$ cat src/rtl/twostage_wdog_pkg.sv
// Shared constants for the two-stage watchdog: register offsets, unlock key
// and the control field layout. Assumes a 12-bit byte-offset bus address.
package twostage_wdog_pkg;
    localparam int          ADDR_W      = 12;
    localparam logic [11:0] OFF_LOAD    = 12'h000;
    localparam logic [11:0] OFF_COUNT   = 12'h004;
    localparam logic [11:0] OFF_CTRL    = 12'h008;
    localparam logic [11:0] OFF_CLEAR   = 12'h00C;
    localparam logic [11:0] OFF_STAT    = 12'h014;
    localparam logic [11:0] OFF_LOCK    = 12'hC00;
    localparam logic [31:0] UNLOCK_KEY  = 32'h1ACC_E551;

    typedef struct packed {
        logic rst_en;   // bit 1: reset request permitted
        logic run;      // bit 0: counter and interrupt enabled
    } ctrl_t;
endpackage

$ cat src/rtl/wdog_regfile.sv
// Register file of the watchdog: lock, control, load value, keep-alive strobe
// and the read mux. Assumes one write per cycle and reads with no side effect.
module wdog_regfile
    import twostage_wdog_pkg::*;
#(
    parameter int DW = 32
) (
    input  logic              clk,
    input  logic              rst_n,
    input  logic [ADDR_W-1:0] addr,
    input  logic [31:0]       wdata,
    input  logic              wr_en,
    input  logic [DW-1:0]     cnt,
    input  logic              irq_pend,
    output logic [31:0]       rdata,
    output ctrl_t             ctrl_o,
    output logic [DW-1:0]     load_o,
    output logic              clear_o
);
    logic locked_q;
    logic wr_ok;

    // Writes other than to the lock pass only while unlocked.
    always_comb wr_ok = wr_en && !locked_q;

    // Keep-alive strobe: an unlocked write of bit 0 to CLEAR.
    always_comb clear_o = wr_ok && (addr == OFF_CLEAR) && wdata[0];

    // Lock state: the key opens it, any other value closes it.
    always_ff @(posedge clk) begin
        if (!rst_n)
            locked_q <= 1'b1;
        else if (wr_en && addr == OFF_LOCK)
            locked_q <= (wdata != UNLOCK_KEY);
    end

    // Control and load registers, writable only while unlocked.
    always_ff @(posedge clk) begin
        if (!rst_n) begin
            ctrl_o <= '0;
            load_o <= '1;
        end else if (wr_ok) begin
            if (addr == OFF_CTRL) ctrl_o <= ctrl_t'(wdata[1:0]);
            if (addr == OFF_LOAD) load_o <= wdata[DW-1:0];
        end
    end

    // Read mux; unmapped offsets read zero.
    always_comb begin
        rdata = '0;
        case (addr)
            OFF_LOAD:  rdata = 32'(load_o);
            OFF_COUNT: rdata = 32'(cnt);
            OFF_CTRL:  rdata = {30'b0, ctrl_o};
            OFF_STAT:  rdata = {31'b0, irq_pend};
            OFF_LOCK:  rdata = {31'b0, locked_q};
            default:   rdata = '0;
        endcase
    end

    // a locked write to any other register leaves the configuration intact.
    p_locked_hold_r3: assert property (@(posedge clk) disable iff (!rst_n)
        (locked_q && wr_en && addr != OFF_LOCK) |=> ($stable(load_o) && $stable(ctrl_o)));
    // the lock opens only on the key.
    p_key_only_r2: assert property (@(posedge clk) disable iff (!rst_n)
        (wr_en && addr == OFF_LOCK && wdata != UNLOCK_KEY) |=> locked_q);
endmodule

$ cat src/rtl/wdog_counter.sv
// Down-counter of the watchdog. It steps on core ticks while running,
// reloads on a keep-alive or on expiry, and flags expiry for one cycle.
// Assumes a keep-alive takes priority over a tick in the same cycle.
module wdog_counter #(
    parameter int DW = 32
) (
    input  logic          clk,
    input  logic          rst_n,
    input  logic          run,
    input  logic          tick,
    input  logic          reload_req,
    input  logic [DW-1:0] load_val,
    output logic [DW-1:0] count_o,
    output logic          expire_o
);
    localparam logic [DW-1:0] ONE = DW'(1);

    // Expiry: a counting tick that finds the count at one or below.
    always_comb expire_o = run && tick && !reload_req && (count_o <= ONE);

    // Counter state: reload, step, or hold.
    always_ff @(posedge clk) begin
        if (!rst_n)
            count_o <= '1;
        else if (reload_req || expire_o)
            count_o <= load_val;
        else if (run && tick)
            count_o <= count_o - ONE;
    end

    // an expiry leaves the load value in the counter.
    p_reload_on_expire_r6: assert property (@(posedge clk) disable iff (!rst_n)
        expire_o |=> (count_o == $past(load_val)));
    // an ordinary tick moves the count down by exactly one.
    p_single_step_r5: assert property (@(posedge clk) disable iff (!rst_n)
        (run && tick && !reload_req && count_o > ONE) |=> (count_o == $past(count_o) - ONE));
    // when halted and not reloaded the count holds.
    p_frozen_r10: assert property (@(posedge clk) disable iff (!rst_n)
        (!run && !reload_req) |=> $stable(count_o));
endmodule

$ cat src/rtl/wdog_escalate.sv
// Escalation stage: the first expiry raises the interrupt, and an expiry
// with the interrupt still pending raises a sticky reset request if permitted.
// Assumes expiry and clear never arrive in the same cycle.
module wdog_escalate (
    input  logic clk,
    input  logic rst_n,
    input  logic expire,
    input  logic clear,
    input  logic rst_en,
    output logic irq_o,
    output logic rst_req_o
);
    // Interrupt pending flag: set on expiry, dropped by a keep-alive.
    always_ff @(posedge clk) begin
        if (!rst_n)
            irq_o <= 1'b0;
        else if (clear)
            irq_o <= 1'b0;
        else if (expire)
            irq_o <= 1'b1;
    end

    // Reset request: latched on a second expiry, freed only by block reset.
    always_ff @(posedge clk) begin
        if (!rst_n)
            rst_req_o <= 1'b0;
        else if (expire && irq_o && rst_en)
            rst_req_o <= 1'b1;
    end

    // once raised, the reset request never falls without a reset.
    p_rst_sticky_r8: assert property (@(posedge clk) disable iff (!rst_n)
        rst_req_o |=> rst_req_o);
    // the request rises only after an expiry met a pending interrupt.
    p_rst_cause_r8: assert property (@(posedge clk) disable iff (!rst_n)
        $rose(rst_req_o) |-> ($past(irq_o) && $past(rst_en) && $past(expire)));
    // without permission an expiry cannot start a reset.
    p_no_rst_unpermitted_r9: assert property (@(posedge clk) disable iff (!rst_n)
        (!rst_en && !rst_req_o) |=> !rst_req_o);
    // a keep-alive always drops the interrupt.
    p_clear_drops_irq_r7: assert property (@(posedge clk) disable iff (!rst_n)
        clear |=> !irq_o);
endmodule

$ cat src/rtl/twostage_wdog.sv
// Top of the two-stage lockable watchdog: register file, counter and
// escalation stage. Assumes bus and tick share one clock domain.
module twostage_wdog
    import twostage_wdog_pkg::*;
#(
    parameter int DW = 32
) (
    input  logic        clk,
    input  logic        rst_n,
    input  logic        tick,
    input  logic [11:0] addr,
    input  logic [31:0] wdata,
    input  logic        wr_en,
    output logic [31:0] rdata,
    output logic        irq,
    output logic        rst_req
);
    ctrl_t         ctrl;
    logic [DW-1:0] load_val;
    logic [DW-1:0] count;
    logic          clear;
    logic          expire;

    wdog_regfile #(.DW(DW)) u_regs (
        .clk(clk), .rst_n(rst_n), .addr(addr), .wdata(wdata), .wr_en(wr_en),
        .cnt(count), .irq_pend(irq), .rdata(rdata), .ctrl_o(ctrl),
        .load_o(load_val), .clear_o(clear)
    );

    wdog_counter #(.DW(DW)) u_cnt (
        .clk(clk), .rst_n(rst_n), .run(ctrl.run), .tick(tick),
        .reload_req(clear), .load_val(load_val), .count_o(count),
        .expire_o(expire)
    );

    wdog_escalate u_esc (
        .clk(clk), .rst_n(rst_n), .expire(expire), .clear(clear),
        .rst_en(ctrl.rst_en), .irq_o(irq), .rst_req_o(rst_req)
    );

    // a keep-alive and an expiry are never reported together.
    p_clear_beats_expire_r12: assert property (@(posedge clk) disable iff (!rst_n)
        !(clear && expire));
endmodule

$ cat config.mk
export PLATFORM = sky130hd
export DESIGN_NAME = twostage_wdog
export DESIGN_NICKNAME = d
export VERILOG_FILES = /design/src/rtl/twostage_wdog_pkg.sv /design/src/rtl/wdog_regfile.sv /design/src/rtl/wdog_counter.sv /design/src/rtl/wdog_escalate.sv /design/src/rtl/twostage_wdog.sv
export SDC_FILE = /design/constraint.sdc
export NUM_CORES = 1
export LEC_CHECK = 0
export BUFFER_PORTS_ARGS = -buffer_cell sky130_fd_sc_hd__buf_2
export CELL_PAD_IN_SITES_DETAIL_PLACEMENT = 0
export CELL_PAD_IN_SITES_GLOBAL_PLACEMENT = 1
export CORE_AREA = 2 2 72 143
export DETAILED_ROUTE_END_ITERATION = 8
export DIE_AREA = 0 0 74 145
export PLACE_DENSITY_LB_ADDON = 0.1
export SYNTH_ARGS = -nofsm -noshare
export SYNTH_HDL_FRONTEND = slang
export SYNTH_HIERARCHICAL = 1
export SYNTH_SLANG_ARGS = --single-unit
$ cat constraint.sdc
create_clock -name clk -period 8.13 [get_ports clk]
set_clock_uncertainty 0.1 [all_clocks]
set_input_delay 1.626 -clock clk [delete_from_list [all_inputs] [get_ports clk]]
set_output_delay 1.626 -clock clk [all_outputs]
set_load 0.005 [all_outputs]
## Yosys cells after proc, flatten, opt, wreduce, memory -nomap -nowiden

Cells that the tools add are included.

- Register bits after elaboration: 69
- Bits of input ports: 48
- Logic and storage cells: 36

- Bitwise logic cells: 1
- Add/subtract/negate cells: 1
- Mux-type cells: 3
- Order comparisons: 1
- Reductions and logical operators: 17
- Equality and inequality tests: 6

Operator list:

| cell | count |
|---|---|
| 32-bit case mux with 5 select lines | 1 |
| 32-bit 2-to-1 mux | 2 |
| 32-bit by 1-bit less-or-equal comparator with 1-bit output (second input constant) | 1 |
| 32-bit by 29-bit != test with 1-bit output (second input constant) | 1 |
| 32-bit by 1-bit subtractor with 32-bit output (second input constant) | 1 |
| 12-bit by 4-bit equality test with 1-bit output (second input constant) | 2 |
| 12-bit equality test (second input constant) | 1 |
| 12-bit by 3-bit equality test with 1-bit output (second input constant) | 1 |
| 12-bit by 5-bit equality test with 1-bit output (second input constant) | 1 |
| 12-bit zero test | 1 |
| 1-bit logical AND | 9 |
| 2-bit AND reduction | 2 |
| 1-bit zero test | 2 |
| 2-bit nonzero test | 1 |
| 2-bit OR reduction | 1 |
| 1-bit logical OR | 1 |
| 1-bit inverter | 1 |

## Longest topological paths before layout

Gate-level depths: netlist of run 1.

- Depth in word-level cells: 9
- Mapped depth: 9
- Mapped depth without buffers: 8

## By module

The synthesis of run 1 kept the hierarchy.

Modules (own cells, without submodules):

| module | times used | seq. area each (µm²) | cells an instance | area each (µm²) |
|---|---|---|---|---|
| wdog_counter | 1 | 640.6 | 277 | 2093.3 |
| wdog_regfile | 1 | 700.7 | 233 | 1893.1 |
| wdog_escalate | 1 | 40.0 | 6 | 68.8 |

## Worst setup path before layout of run 1

No wires, ideal clock.

- Path type: input to output
- Start point: input port addr[1]
- End point: output port rdata[11]
- Slack: 3.648 ns
- Buffers on the path: 1
- Data required time: 6.404 ns
- Arrival time: 2.756 ns
- Stages on the path: 5
- Path through: nor4_4 > nand3_2 > nor3b_4 > buf_6 > a22o_1

- Longest elaborated chain between the ends: 2
- Elaborated cells on any way between the ends: 6

RTL lines:

| what | line | RTL |
|---|---|---|
| start, declared | twostage_wdog.sv:11 | `input logic [11:0] addr,` |
| 12-bit equality test (tied with other cells) | wdog_regfile.sv:51 | `case (addr)` |
| 32-bit case mux with 5 select lines * | wdog_regfile.sv:51 |  |
| end, declared | twostage_wdog.sv:14 | `output logic [31:0] rdata,` |

Every way passes the cells marked *; elsewhere a longest branch is shown, timed or not.

## Final worst setup path of run 1

- Start point: input port addr[1]
- End point: output port rdata[20]

The elaborated chain is that of the path after synthesis.

==> results of run 1 <==
[per-layer routing]
layer	up-vias	wire length, µm	track usage [%]	part of all wire (%)
met2	137	6890	42.5	52
met4	0	238	9.27	1.8
met3	15	508	3.68	3.9
met1	2022	5500	32.6	42
met5	-	0	0	0
li1	2046	-	-	-
[cell families (layout without fill, tap and decap cells)]
logic type               after synthesis  in the layout  synth area share, %
AND/OR/NAND/NOR                      275            275                 36.1
AO/OA/AOI/OAI                        118            118                 21.3
flip-flops                            69             69                 34.1
buffers and inverters                 40            108                 5.12
XOR/XNOR                               6              6                 1.30
multiplexers                           6              6                 1.48
adder cells (fa/ha/maj)                2              2                0.617
[power breakdown]
part           switching (W)  internal [W]
clock network       0.000156      0.000333
logic              0.0000221     0.0000193
registers         0.00000733      0.000343
total               0.000185      0.000695
[layout by cell type (no fill, tap or decap), types with 7 or more instances in the layout]
master	instances
clkbuf_16	9
buf_2	81
o22ai_1	9
o31ai_1	7
o21ai_0	14
nor4_1	7
nand2_1	87
a21oi_1	19
nand4_1	11
a21o_1	7
dfxtp_1	69
a22o_2	25
nor2_1	37
nor3_1	20
buf_4	7
nor2b_1	7
nand3_1	52
[through the flow]
| step | worst slack (ns) | cells |
|---|---|---|
| finish | 3.13 | 716 |
| global route | 3.05 | 716 |
| CTS | 3.11 | 716 |
| detailed placement | 3.11 | 700 |
| global placement | 3.13 | 700 |
| floorplan | 3.65 | 516 |
[registers in the layout (all words and copies together) (netlist names)]
register         flops
u_cnt/count_o       32
u_esc/rst_req_o      1
u_regs/ctrl_o        2
u_regs/locked_q      1
u_esc/irq_o          1
u_regs/load_o       32
[critical path, cell delays in order]
cell and delay (ns):
buf_2 0.11, nor4_4 0.46, nand3_2 0.19, nor3b_4 0.21
buf_4 0.34, a22o_2 0.21, buf_2 0.11
[worst paths after layout]
kind                                   startpoint                end  slack, ns  cells past startpoint
worst max-delay path                      addr[1]          rdata[20]       3.13                      7
worst min-delay path            u_regs/load_o[20]  u_regs/load_o[20]       0.38                      2
worst max register to register   u_cnt/count_o[7]   u_cnt/count_o[5]       4.58                      6
worst min register to register  u_regs/load_o[20]  u_regs/load_o[20]       0.38                      2
[final cells by class]
cell class                 instances  area [µm²]
clock buffer                       9         225
inverter                           4        15.0
sequential                        69        1380
multi-input combinational        407        2470
timing repair buffer              88         458
fill                             997        4780
clock inverter                     7         146
tap                              132         165
==> impl_metrics.toml, run 1 <==
[finish]
drive_gt1_share_pct = 25.2
fin_area_um2 = 4860
syn_to_final_growth_pct = 19.8
final_nets = 629
num_antenna_cells = 0
final_util_pct = 50.4

[worst_setup_path]
end_kind = "output port"
cp-start-kind = "input port"
arrival_ns = 3.27
path_max_fanout = 30
path_class = "in -> out"
cp.required_ns = 6.40

[die]
start_util_pct = 42.1
rows = 51
die_x_um = 74
dieArea_um2 = 10700
ios = 82
die_y_um = 145
core_area_um2 = 9640

[cts]
cts_made_buffers = 9
cts_resized = 0
cts_setup_buffers = 0
clk_pin_slew_ns = 0.06
clock_latency_ns = 0.34
htreeDepth = 3
holdBufCountCts = 0
ctsLongestPathBuffers = 2
cts_root_buf = "clkbuf_16"
cts_tree = "yes"
cts_sinks = 69

[run]
max_cap_viol_count = 0

[sta]
max_freq_mhz = 200
max_slew_margin_pct = 29.4
hold_slack_ns = 0.383
rsz0062_at_grt = "false"
fin_tns_setup_ns = 0
drv_slew = 0
fin_crit_sh_pct = 61.5
hold_viol = 0
post-route-min-period_ns = 5.00
worstMarginPinSlew_ns = 1.06
finalSetupViolCount = 0

[synth]
synth_most_common_cell = "nand2_1"
synth_edf_count = 0
yosys_register_bits = 69
ys_top_cells_by_count = "nand2_1 (87), dfxtp_1 (69), nand3_1 (52)"
synth-seq-area-share_pct = 34.1
synth_top_area_share_pct = 34.1
synth.area.top_cells = "dfxtp_1 (34%), nand2_1 (8.1%), nand3_1 (6.4%)"
ys_async_sr_fraction_pct = 0
synth_flop_cell = "dfxtp_1"
yosysUniqueCellTypes = 64
synth_cells = 516
syn_area_um2 = 4060
yosys_warnings = 6
syn_avg_cell_area_um2 = 7.86
syn_nets = 566
synth_top_cell_by_area = "dfxtp_1"

[global_route]
overflow = 0
first_global_vias = 4027
antenna_found_initial = 0
grt_max_degree = 64
grt_use_total_pct = 25.5
grt_pass1_wl_um = 21300

[drt]
drt_wl_total_um = 13100
ant_nets = 0
viasPerCell = 5.89
vias = 4220
drt-initial-drc-count = 330
drc = 0
drtPass1Iterations = 5
wl_per_cell_um = 18.3

[power]
p_per_area_nw_per_um2 = 181
ir_worst_vdd_mv = 0.151
power_leakage_nw = 2.01
p_total_w = 0.000880

[placement]
placed_cell_area_um2 = 4490
dp_hpwl_um = 9420
gp_congestion = 0.877
port_buffers = 81

[status]
status = "finished, final reports clean"

[worst_hold_path]
min_path_type = "reg -> reg"
Power figures use the tool's default switching activity.
==> run 2: changes to the inputs <==
--- a/config.mk
+++ b/config.mk
@@ -5,12 +5,13 @@
 export SDC_FILE = /design/constraint.sdc
 export NUM_CORES = 1
 export LEC_CHECK = 0
+export ABC_AREA = 1
 export BUFFER_PORTS_ARGS = -buffer_cell sky130_fd_sc_hd__buf_2
 export CELL_PAD_IN_SITES_DETAIL_PLACEMENT = 0
 export CELL_PAD_IN_SITES_GLOBAL_PLACEMENT = 1
-export CORE_AREA = 2 2 72 143
+export CORE_AREA = 2 2 89 176
 export DETAILED_ROUTE_END_ITERATION = 8
-export DIE_AREA = 0 0 74 145
+export DIE_AREA = 0 0 91 178
 export PLACE_DENSITY_LB_ADDON = 0.1
 export SYNTH_ARGS = -nofsm -noshare
 export SYNTH_HDL_FRONTEND = slang
==> constraint.sdc (replaced) <==
create_clock -name clk -period 4.2 [get_ports clk]
set_clock_uncertainty 0.1 [all_clocks]
set_input_delay 0.84 -clock clk [delete_from_list [all_inputs] [get_ports clk]]
set_output_delay 0.84 -clock clk [all_outputs]
set_load 0.005 [all_outputs]
==> run 2 against run 1 <==
  * First-iteration DRC count shrank 7.3%
  * Critical path type unchanged
  * Non-clock buffer count is 6 higher
  * Routed wire length rose by 43%
==> impl_metrics.toml, run 2 <==
[status]
status = "finished, final reports clean"

[power]
ir_worst_vdd_mv = 0.187
power.share.sequential_pct = 41.6
switching_share_pct = 21.7
switchingPower_w = 0.000342
clkPwrFrac_pct = 54.1
p_int_w = 0.00123
p_total_w = 0.00157
combPwrFrac_pct = 4.3
power_leakage_nw = 3.55
p_per_area_nw_per_um2 = 264

[worst_setup_path]
cp-start-kind = "input port"
path_max_fanout = 28
slowest_delay_ns = 0.35
r2r.worst_path.cells = 14
critPathSlowestCell = "buf_4"
r2r-start = "u_regs/locked_q"
crit_buf_inv = 4
path_class = "in -> out"
cpMostUsedCell = "buf_2"
timing.rr.end = "u_cnt/count_o[28]"
cp_top_family = "simple AND/OR/NAND/NOR gates"
cp-endpoint = "rdata[1]"
cp.required_ns = 3.26
arrival_ns = 2.43
rrSetupSlack_ns = 1.85
cp-startpoint = "addr[7]"
end_kind = "output port"
path_cells = "buf_2 > nor2_1 > nand2_2 > nor2_8 > buf_4 > o21ai_0 > nand3_1 > nand2_1 > inv_1 > buf_2"
cp_num_cells = 10

[finish]
nFillCells = 1763
syn_to_final_growth_pct = 17.3
drive_gt1_share_pct = 13.6
reg_top3 = "u_cnt/count_o x32, u_regs/load_o x32, u_regs/ctrl_o x2"
layout_common_cells = "nand2_1 (307), nand3_1 (178), inv_1 (144)"
mostFrequentLayoutCell = "nand2_1"
final_nets = 1025
final_util_pct = 40.2
num_antenna_cells = 0

[cts]
ctsLongestPathBuffers = 2
clock_latency_ns = 0.35
cts_setup_buffers = 0
cts_tree = "yes"
cts_root_buf = "clkbuf_16"
cts_made_buffers = 9
holdBufCountCts = 0
cts_sinks = 69
cts_resized = 0
clk_pin_slew_ns = 0.06
htreeDepth = 3

[sta]
fin_tns_setup_ns = 0
finalSetupViolCount = 0
rsz0062_at_grt = "false"
drv_slew = 0
finalWorstSetupSlack_ns = 0.829
post-route-min-period_ns = 3.37
worstMarginPinSlew_ns = 0.798
fin_crit_sh_pct = 80.3
max_freq_mhz = 297
hold_slack_ns = 0.364
max_slew_margin_pct = 46.8
hold_viol = 0

[die]
core_area_um2 = 14800
dieArea_um2 = 16200
ios = 82
die_y_um = 178
rows = 63
start_util_pct = 34.3
die_x_um = 91

[drt]
drt_wl_total_um = 18800
ant_nets = 0
viasPerCell = 4.91
drt-initial-drc-count = 306
wl_per_cell_um = 16.0
drc = 0
drtPass1Iterations = 5
vias = 5766

[global_route]
grt_max_degree = 43
grt_use_total_pct = 24.1
overflow = 0
first_global_vias = 5780
antenna_found_initial = 0
grt_pass1_wl_um = 30200

[run]
max_cap_viol_count = 0

[synth]
synth.area.top_cells = "dfxtp_1 (27%), nand2_1 (23%), nand3_1 (18%)"
synth_top_area_share_pct = 27.2
yosysUniqueCellTypes = 29
yosys_register_bits = 69
synth_top_cell_by_area = "dfxtp_1"
synth_cells = 907
ys_top_cells_by_count = "nand2_1 (307), nand3_1 (178), inv_1 (144)"
syn_nets = 957
syn_area_um2 = 5080
synth_flop_cell = "dfxtp_1"
yosys_warnings = 6
synth_edf_count = 0
synth-seq-area-share_pct = 27.2
synth_most_common_cell = "nand2_1"
ys_async_sr_fraction_pct = 0
syn_avg_cell_area_um2 = 5.60

[placement]
dp_hpwl_um = 14400
port_buffers = 81
detailedPlace.worstSlack_ns = 0.820
gp_congestion = 0.797

[worst_hold_path]
min_path_type = "reg -> reg"
==> run 2: tightest hold or removal path: stages, from the launching register on <==
cell and delay (ns):
dfxtp_1 0.31, inv_1 0.06, a21oi_2 0.05
==> run 2: kinds of logic after synthesis <==
group / Yosys count / synth area share, %
AO/OA/AOI/OAI: 40 / 4.36
XOR/XNOR: 9 / 1.55
adder cells (fa/ha/maj): 2 / 0.493
buffers and inverters: 185 / 15.0
flip-flops: 69 / 27.2
AND/OR/NAND/NOR: 602 / 51.4
==> run 2: area by class of cell <==
type | instances | area, µm² | share of cell area [%]
multi-input cells | 653 | 2940 | 49.3
inverters | 148 | 556 | 9.32
flip-flops and latches | 69 | 1380 | 23.2
repair buffers | 94 | 515 | 8.65
clock inverters | 3 | 67.6 | 1.13
well taps | 195 | 244 | 4.09
clock buffers | 13 | 260 | 4.37
==> run 2: worst min-delay path by stage <==
stage / start / end / slack (ns) / cells past startpoint
3_3_place_gp: u_esc/rst_req_o / u_esc/rst_req_o / 0.35 / 2
6_report: u_esc/rst_req_o / u_esc/rst_req_o / 0.36 / 2
4_1_cts: u_esc/rst_req_o / u_esc/rst_req_o / 0.36 / 2
3_5_place_dp: u_esc/rst_req_o / u_esc/rst_req_o / 0.35 / 2
2_1_floorplan: u_esc/rst_req_o / u_esc/rst_req_o / 0.36 / 2
5_1_grt: u_esc/rst_req_o / u_esc/rst_req_o / 0.37 / 2
==> run 2: power groups by stage <==
stage | Combinational (W) | Clock (W) | Sequential (W)
floorplan | 0.0000292 | 0 | 0.000669
global placement | 0.0000684 | 0 | 0.000669
detailed placement | 0.0000683 | 0 | 0.000669
CTS | 0.0000685 | 0.000868 | 0.000654
global route | 0.0000761 | 0.000892 | 0.000654
finish | 0.0000676 | 0.000853 | 0.000655
==> run 2: stage by stage <==
stage / std cells / instance area [µm²]
4_1_cts: 1175 / 5960
6_report: 1175 / 5960
5_1_grt: 1175 / 5960
3_3_place_gp: 1159 / 5630
2_1_floorplan: 907 / 5080
3_5_place_dp: 1159 / 5630
==> run 2: routing by layer <==
layer | GRT usage [%] | routed length [µm]
met1 | 26.9 | 7500
met2 | 43.8 | 9640
met3 | 2.87 | 683
met4 | 13.3 | 933
met5 | 0 | 0
